<file path="config.mk">
export PLATFORM = sky130hd
export DESIGN_NAME = masked_cam
export DESIGN_NICKNAME = d
export VERILOG_FILES = /design/src/rtl/cam_pkg.sv /design/src/rtl/cam_hit_vec.sv /design/src/rtl/cam_prio_enc.sv /design/src/rtl/masked_cam.sv
export SDC_FILE = /design/constraint.sdc
export NUM_CORES = 1
export LEC_CHECK = 0
export ABC_CLOCK_PERIOD_IN_PS = 2080
export BUFFER_PORTS_ARGS = -buffer_cell sky130_fd_sc_hd__buf_2
export CAP_MARGIN = 20
export CORE_MARGIN = 4
export CORE_UTILIZATION = 45
export DETAILED_ROUTE_END_ITERATION = 7
export PLACE_DENSITY = 0.74
export SLEW_MARGIN = 15
export SYNTH_ARGS = -nofsm -noshare
export SYNTH_HDL_FRONTEND = slang
export SYNTH_HIERARCHICAL = 1
export SYNTH_SLANG_ARGS = --single-unit
export TNS_END_PERCENT = 30
</file>
<file path="constraint.sdc">
create_clock -name clk -period 2.08 [get_ports clk]
set_clock_uncertainty 0.05 [all_clocks]
set_input_delay 0.208 -clock clk [delete_from_list [all_inputs] [get_ports clk]]
set_output_delay 0.208 -clock clk [all_outputs]
set_load 0.02 [all_outputs]
</file>
<file path="src/rtl/cam_pkg.sv">
package cam_pkg;
  typedef enum logic [1:0] {
    VT_EMPTY = 2'b00,
    VT_VALID = 2'b01,
    VT_SKIP  = 2'b10,
    VT_RAM   = 2'b11
  } vtype_e;
endpackage

</file>
<file path="src/rtl/cam_hit_vec.sv">
module cam_hit_vec #(
  parameter int N     = 8,
  parameter int KEY_W = 8
) (
  input  logic [N*KEY_W-1:0] keys_flat,
  input  logic [N*2-1:0]     types_flat,
  input  logic [KEY_W-1:0]   cmp_key,
  input  logic [KEY_W-1:0]   cmp_mask,
  input  logic [1:0]         sel_type,
  output logic [N-1:0]       hit_vec,
  output logic [N-1:0]       empty_vec
);
  import cam_pkg::*;

  // unmasked bits must all agree
  function automatic logic key_hits(input logic [KEY_W-1:0] stored,
                                    input logic [KEY_W-1:0] key,
                                    input logic [KEY_W-1:0] dont_care);
    return ((stored ^ key) & ~dont_care) == '0;
  endfunction

  for (genvar g = 0; g < N; g++) begin : g_line
    logic [KEY_W-1:0] stored;
    logic [1:0]       typ;
    assign stored       = keys_flat[g*KEY_W +: KEY_W];
    assign typ          = types_flat[g*2 +: 2];
    assign hit_vec[g]   = (typ == sel_type) && key_hits(stored, cmp_key, cmp_mask);
    assign empty_vec[g] = (typ == VT_EMPTY);
  end
endmodule

</file>
<file path="src/rtl/cam_prio_enc.sv">
module cam_prio_enc #(
  parameter int N  = 8,
  parameter int AW = 3
) (
  input  logic [N-1:0]  req,
  output logic [AW-1:0] idx,
  output logic          any,
  output logic          multi
);
  always_comb begin
    idx = '0;
    for (int i = N - 1; i >= 0; i--) begin
      if (req[i]) idx = AW'(i);
    end
  end

  always_comb begin
    any   = 1'b0;
    multi = 1'b0;
    for (int i = 0; i < N; i++) begin
      if (req[i]) begin
        if (any) multi = 1'b1;
        any = 1'b1;
      end
    end
  end
endmodule

</file>
<file path="src/rtl/masked_cam.sv">
module masked_cam #(
  parameter int ENTRIES = 8,
  parameter int KEY_W   = 8,
  parameter int DATA_W  = 8,
  localparam int AW     = (ENTRIES > 1) ? $clog2(ENTRIES) : 1
) (
  input  logic              clk,
  input  logic              rst_n,
  input  logic              wr_en,
  input  logic [AW-1:0]     wr_addr,
  input  logic [KEY_W-1:0]  wr_key,
  input  logic [DATA_W-1:0] wr_data,
  input  logic [1:0]        wr_type,
  input  logic [KEY_W-1:0]  wr_mask,
  input  logic              rd_en,
  input  logic [AW-1:0]     rd_addr,
  output logic [KEY_W-1:0]  rd_key,
  output logic [DATA_W-1:0] rd_data,
  output logic [1:0]        rd_status,
  input  logic              cmp_auto,
  input  logic              cmp_force,
  input  logic [1:0]        cmp_type,
  input  logic [KEY_W-1:0]  cmp_key,
  input  logic [KEY_W-1:0]  cmp_mask,
  output logic              match_flag,
  output logic              multi_flag,
  output logic [AW-1:0]     match_addr,
  output logic [AW-1:0]     free_addr,
  output logic              full_flag
);
  import cam_pkg::*;

  // protected bits keep old content
  function automatic logic [KEY_W-1:0] merge_key(input logic [KEY_W-1:0] old_v,
                                                 input logic [KEY_W-1:0] new_v,
                                                 input logic [KEY_W-1:0] keep);
    return (old_v & keep) | (new_v & ~keep);
  endfunction

  logic [KEY_W-1:0]  key_q  [ENTRIES];
  logic [DATA_W-1:0] data_q [ENTRIES];
  logic [1:0]        type_q [ENTRIES];

  logic [ENTRIES*KEY_W-1:0] keys_flat;
  logic [ENTRIES*2-1:0]     types_flat;
  logic [ENTRIES-1:0]       hit_vec;
  logic [ENTRIES-1:0]       empty_vec;
  logic [AW-1:0]            hit_idx;
  logic                     hit_any;
  logic                     hit_multi;
  logic                     free_any;
  logic                     free_multi;
  logic                     cmp_strobe;
  logic [1:0]               sel_type;
  logic                     wr_ok;
  logic                     rd_ok;

  assign cmp_strobe = cmp_auto | cmp_force;
  assign sel_type   = cmp_force ? cmp_type : VT_VALID;
  assign wr_ok      = wr_en && (int'(wr_addr) < ENTRIES);
  assign rd_ok      = rd_en && (int'(rd_addr) < ENTRIES);

  always_comb begin
    for (int i = 0; i < ENTRIES; i++) begin
      keys_flat[i*KEY_W +: KEY_W] = key_q[i];
      types_flat[i*2 +: 2]        = type_q[i];
    end
  end

  always_ff @(posedge clk or negedge rst_n) begin
    if (!rst_n) begin
      for (int i = 0; i < ENTRIES; i++) begin
        key_q[i]  <= '0;
        data_q[i] <= '0;
        type_q[i] <= VT_EMPTY;
      end
    end else if (wr_ok) begin
      key_q[wr_addr]  <= merge_key(key_q[wr_addr], wr_key, wr_mask);
      data_q[wr_addr] <= wr_data;
      type_q[wr_addr] <= wr_type;
    end
  end

  always_ff @(posedge clk or negedge rst_n) begin
    if (!rst_n) begin
      rd_key    <= '0;
      rd_data   <= '0;
      rd_status <= VT_EMPTY;
    end else if (rd_ok) begin
      rd_key    <= key_q[rd_addr];
      rd_data   <= data_q[rd_addr];
      rd_status <= type_q[rd_addr];
    end
  end

  cam_hit_vec #(.N(ENTRIES), .KEY_W(KEY_W)) u_hits (
    .keys_flat  (keys_flat),
    .types_flat (types_flat),
    .cmp_key    (cmp_key),
    .cmp_mask   (cmp_mask),
    .sel_type   (sel_type),
    .hit_vec    (hit_vec),
    .empty_vec  (empty_vec)
  );

  cam_prio_enc #(.N(ENTRIES), .AW(AW)) u_hit_enc (
    .req   (hit_vec),
    .idx   (hit_idx),
    .any   (hit_any),
    .multi (hit_multi)
  );

  cam_prio_enc #(.N(ENTRIES), .AW(AW)) u_free_enc (
    .req   (empty_vec),
    .idx   (free_addr),
    .any   (free_any),
    .multi (free_multi)
  );

  assign full_flag = ~free_any;

  always_ff @(posedge clk or negedge rst_n) begin
    if (!rst_n) begin
      match_flag <= 1'b0;
      multi_flag <= 1'b0;
      match_addr <= '0;
    end else if (cmp_strobe) begin
      match_flag <= hit_any;
      multi_flag <= hit_multi;
      match_addr <= hit_idx;
    end
  end
endmodule

</file>
==> metrics <==
failing checks=negative setup slack; layout cells sized above 1=0.367; drt first pass iters=6; clock buffer depth=2; Max-slew headroom=0.494; Max Cap Viol=0; Required @ worst endpoint=approximately 2400 ps; # DRC=0; CTS sink count=167; # setup viols final=5; Pwr Total=around 12 mW; Reg-to-Reg Start=key_q[53]; number of port buffers=82; Arr. time, crit path=around 2700 ps; Area Overhead vs Synth=24.0%; initial antenna violation count=5; Gate Count Post-Synth=900; area of the mapped netlist=between 0.009 and 0.01 mm²; Hold Vio Cnt, Final=0; fin util=0.566; Hold Startpoint=wr_data[5]; post-route clock period utilization=1.16; Starting Density=0.457; TritonCTS clock tree=yes; 1st-iter DRT viols=about 580; Slew Limit Fails=0; hpwl dp=around 20 mm; Via-to-Cell Ratio=between 5 and 6; Routed WL=between 20 and 30 mm; Post-Place Worst Slack=-518 ps; Power Density=about 1000 mW/mm²; CTS H-tree depth=4; min cycle time layout=about 2400 ps; Rows=54; remaining global-route overflow=0; first-pass GRT wire length=~44 mm; run status=complete, but fails checks; Avg WL per Cell=20.6 µm; total CTS buffers=17; vias in the first global route=between 7000 and 8000; CP Max Fanout=5; nets@finish=~1100; Avg Inst Size Synth=11.0 µm²; Worst Setup Start Kind=register; Skew-Pair Late Insertion Delay=roughly 440 ps; GR Util All Layers=0.234; gpl congestion=between 0.9 and 1; HP Class=in2reg; Core Area=roughly 0.022 mm²; syn nets=~960; Root Driver=clkbuf_16; die height=between 150 and 200 µm; die width=157 µm; Slew @ Worst Pin=759 ps; WS Path Type=reg2reg; via count=about 7900; # fillers=between 1500 and 2000; largest net degree at the start of global routing=61; DIE AREA=0.0245 mm²; Worst Setup SP=key_q[53]; I/O Pins=83; Pleak=around 5.2 nW; PnR worst setup slack=-340 ps; RSZ-0062 raised after global routing=yes; yosys warns=6; clk slew on worst S/H paths=70 ps; Peak VDD IR=0.476 mV; Max Clock Freq=slightly above 0.4 GHz; crit end category=register; Antenna Nets Post-Route=0
-- worst paths after layout --
path                              end  slack, ps  cells past startpoint
max                        multi_flag       -340                     11
min                        data_q[21]          7                      3
max reg2reg                multi_flag       -340                     11
min reg2reg                 data_q[4]        430                      2
max in group asynchronous   key_q[44]       1130                      3
min in group asynchronous   key_q[58]        170                      2
-- flip-flops by register name (all words and copies together) (netlist names) --
| name | flops |
|---|---|
| rd_data | 8 |
| multi_flag | 1 |
| type_q | 16 |
| data_q | 64 |
| match_flag | 1 |
| key_q | 64 |
| rd_status | 2 |
| match_addr | 3 |
| rd_key | 8 |
-- report_power, final --
| group | switching, mW | leakage [nW] | total [mW] | internal, mW |
|---|---|---|---|---|
| clock network | 1.36 | 0.291 | 3.30 | 1.94 |
| logic | 2.10 | 2.90 | 4.46 | 2.36 |
| registers | 0.594 | 2.05 | 4.66 | 4.07 |
| total | 4.06 | 5.24 | 12.4 | 8.37 |
-- cell usage in the layout, fill, tap and decap left out, types with 4 or more instances in the layout --
cell type  instances
nor3_2             4
dfrtp_1          167
clkbuf_16         17
o211ai_1           5
buf_4            138
nor3_1             9
mux2_1             4
mux2_2            60
buf_2             79
xnor2_1           71
nor2_1            39
mux2i_1          114
nand2_1          126
o22ai_1           21
nor2b_1            8
xor2_1             6
buf_12            10
a21oi_1           21
o21ai_1            8
or3_1              4
inv_1              5
or4_4              4
o21ai_0           57
mux4_2            44
nand2b_1           4
-- critical path: stages (launching register included) --
cell and delay (ps):
dfrtp_1 400, xnor2_1 140, o22ai_1 220, buf_4 170, or3_1 100, nor3_1 50
buf_4 170, nor4_4 240, nand2b_1 140, a211oi_2 250, o31ai_2 110, mux2_2 260
-- layout make-up --
type,instances,area [µm²],share of cell area
Timing Repair Buffer,232,1690,0.137
Clock buffer,20,447,0.0362
Sequential cell,167,4180,0.339
Antenna cell,1,2.50,0.000203
Inverter,5,18.8,0.00152
Tap cell,280,350,0.0284
Multi-Input combinational cell,647,5470,0.444
Clock inverter,12,166,0.0135
-- per-layer routing --
metal	track usage	vias up	share of wire
met4	0.0888	8	0.030
met3	0.0498	70	0.073
met5	0	-	0.0015
li1	-	3536	-
met1	0.312	3918	0.41
met2	0.377	321	0.49
-- through the flow --
| step | std cells | hold WS (ps) | setup TNS, ps | area (µm²) |
|---|---|---|---|---|
| floorplan | 900 | -138 | -763 | 9960 |
| global placement | 1328 | 66.7 | -1720 | 11500 |
| detailed placement | 1328 | 65.7 | -1960 | 11500 |
| CTS | 1362 | 1.09 | -603 | 12200 |
| global route | 1364 | 11.2 | -1400 | 12300 |
| finish | 1364 | 7.23 | -792 | 12300 |
-- timing repair --
| action | 4_1_cts | 5_1_grt |
|---|---|---|
| resized for setup | 8 | 22 |
| buffers inserted | 0 | 1 |
| cloned | 0 | 0 |
| endpoints found under the hold margin | 142 | 0 |
| pin swaps | 5 | 3 |
| hold buffers | 2 | 0 |
| endpoints found under the setup margin | 5 | 9 |
(Power assumes the default switching activity.)
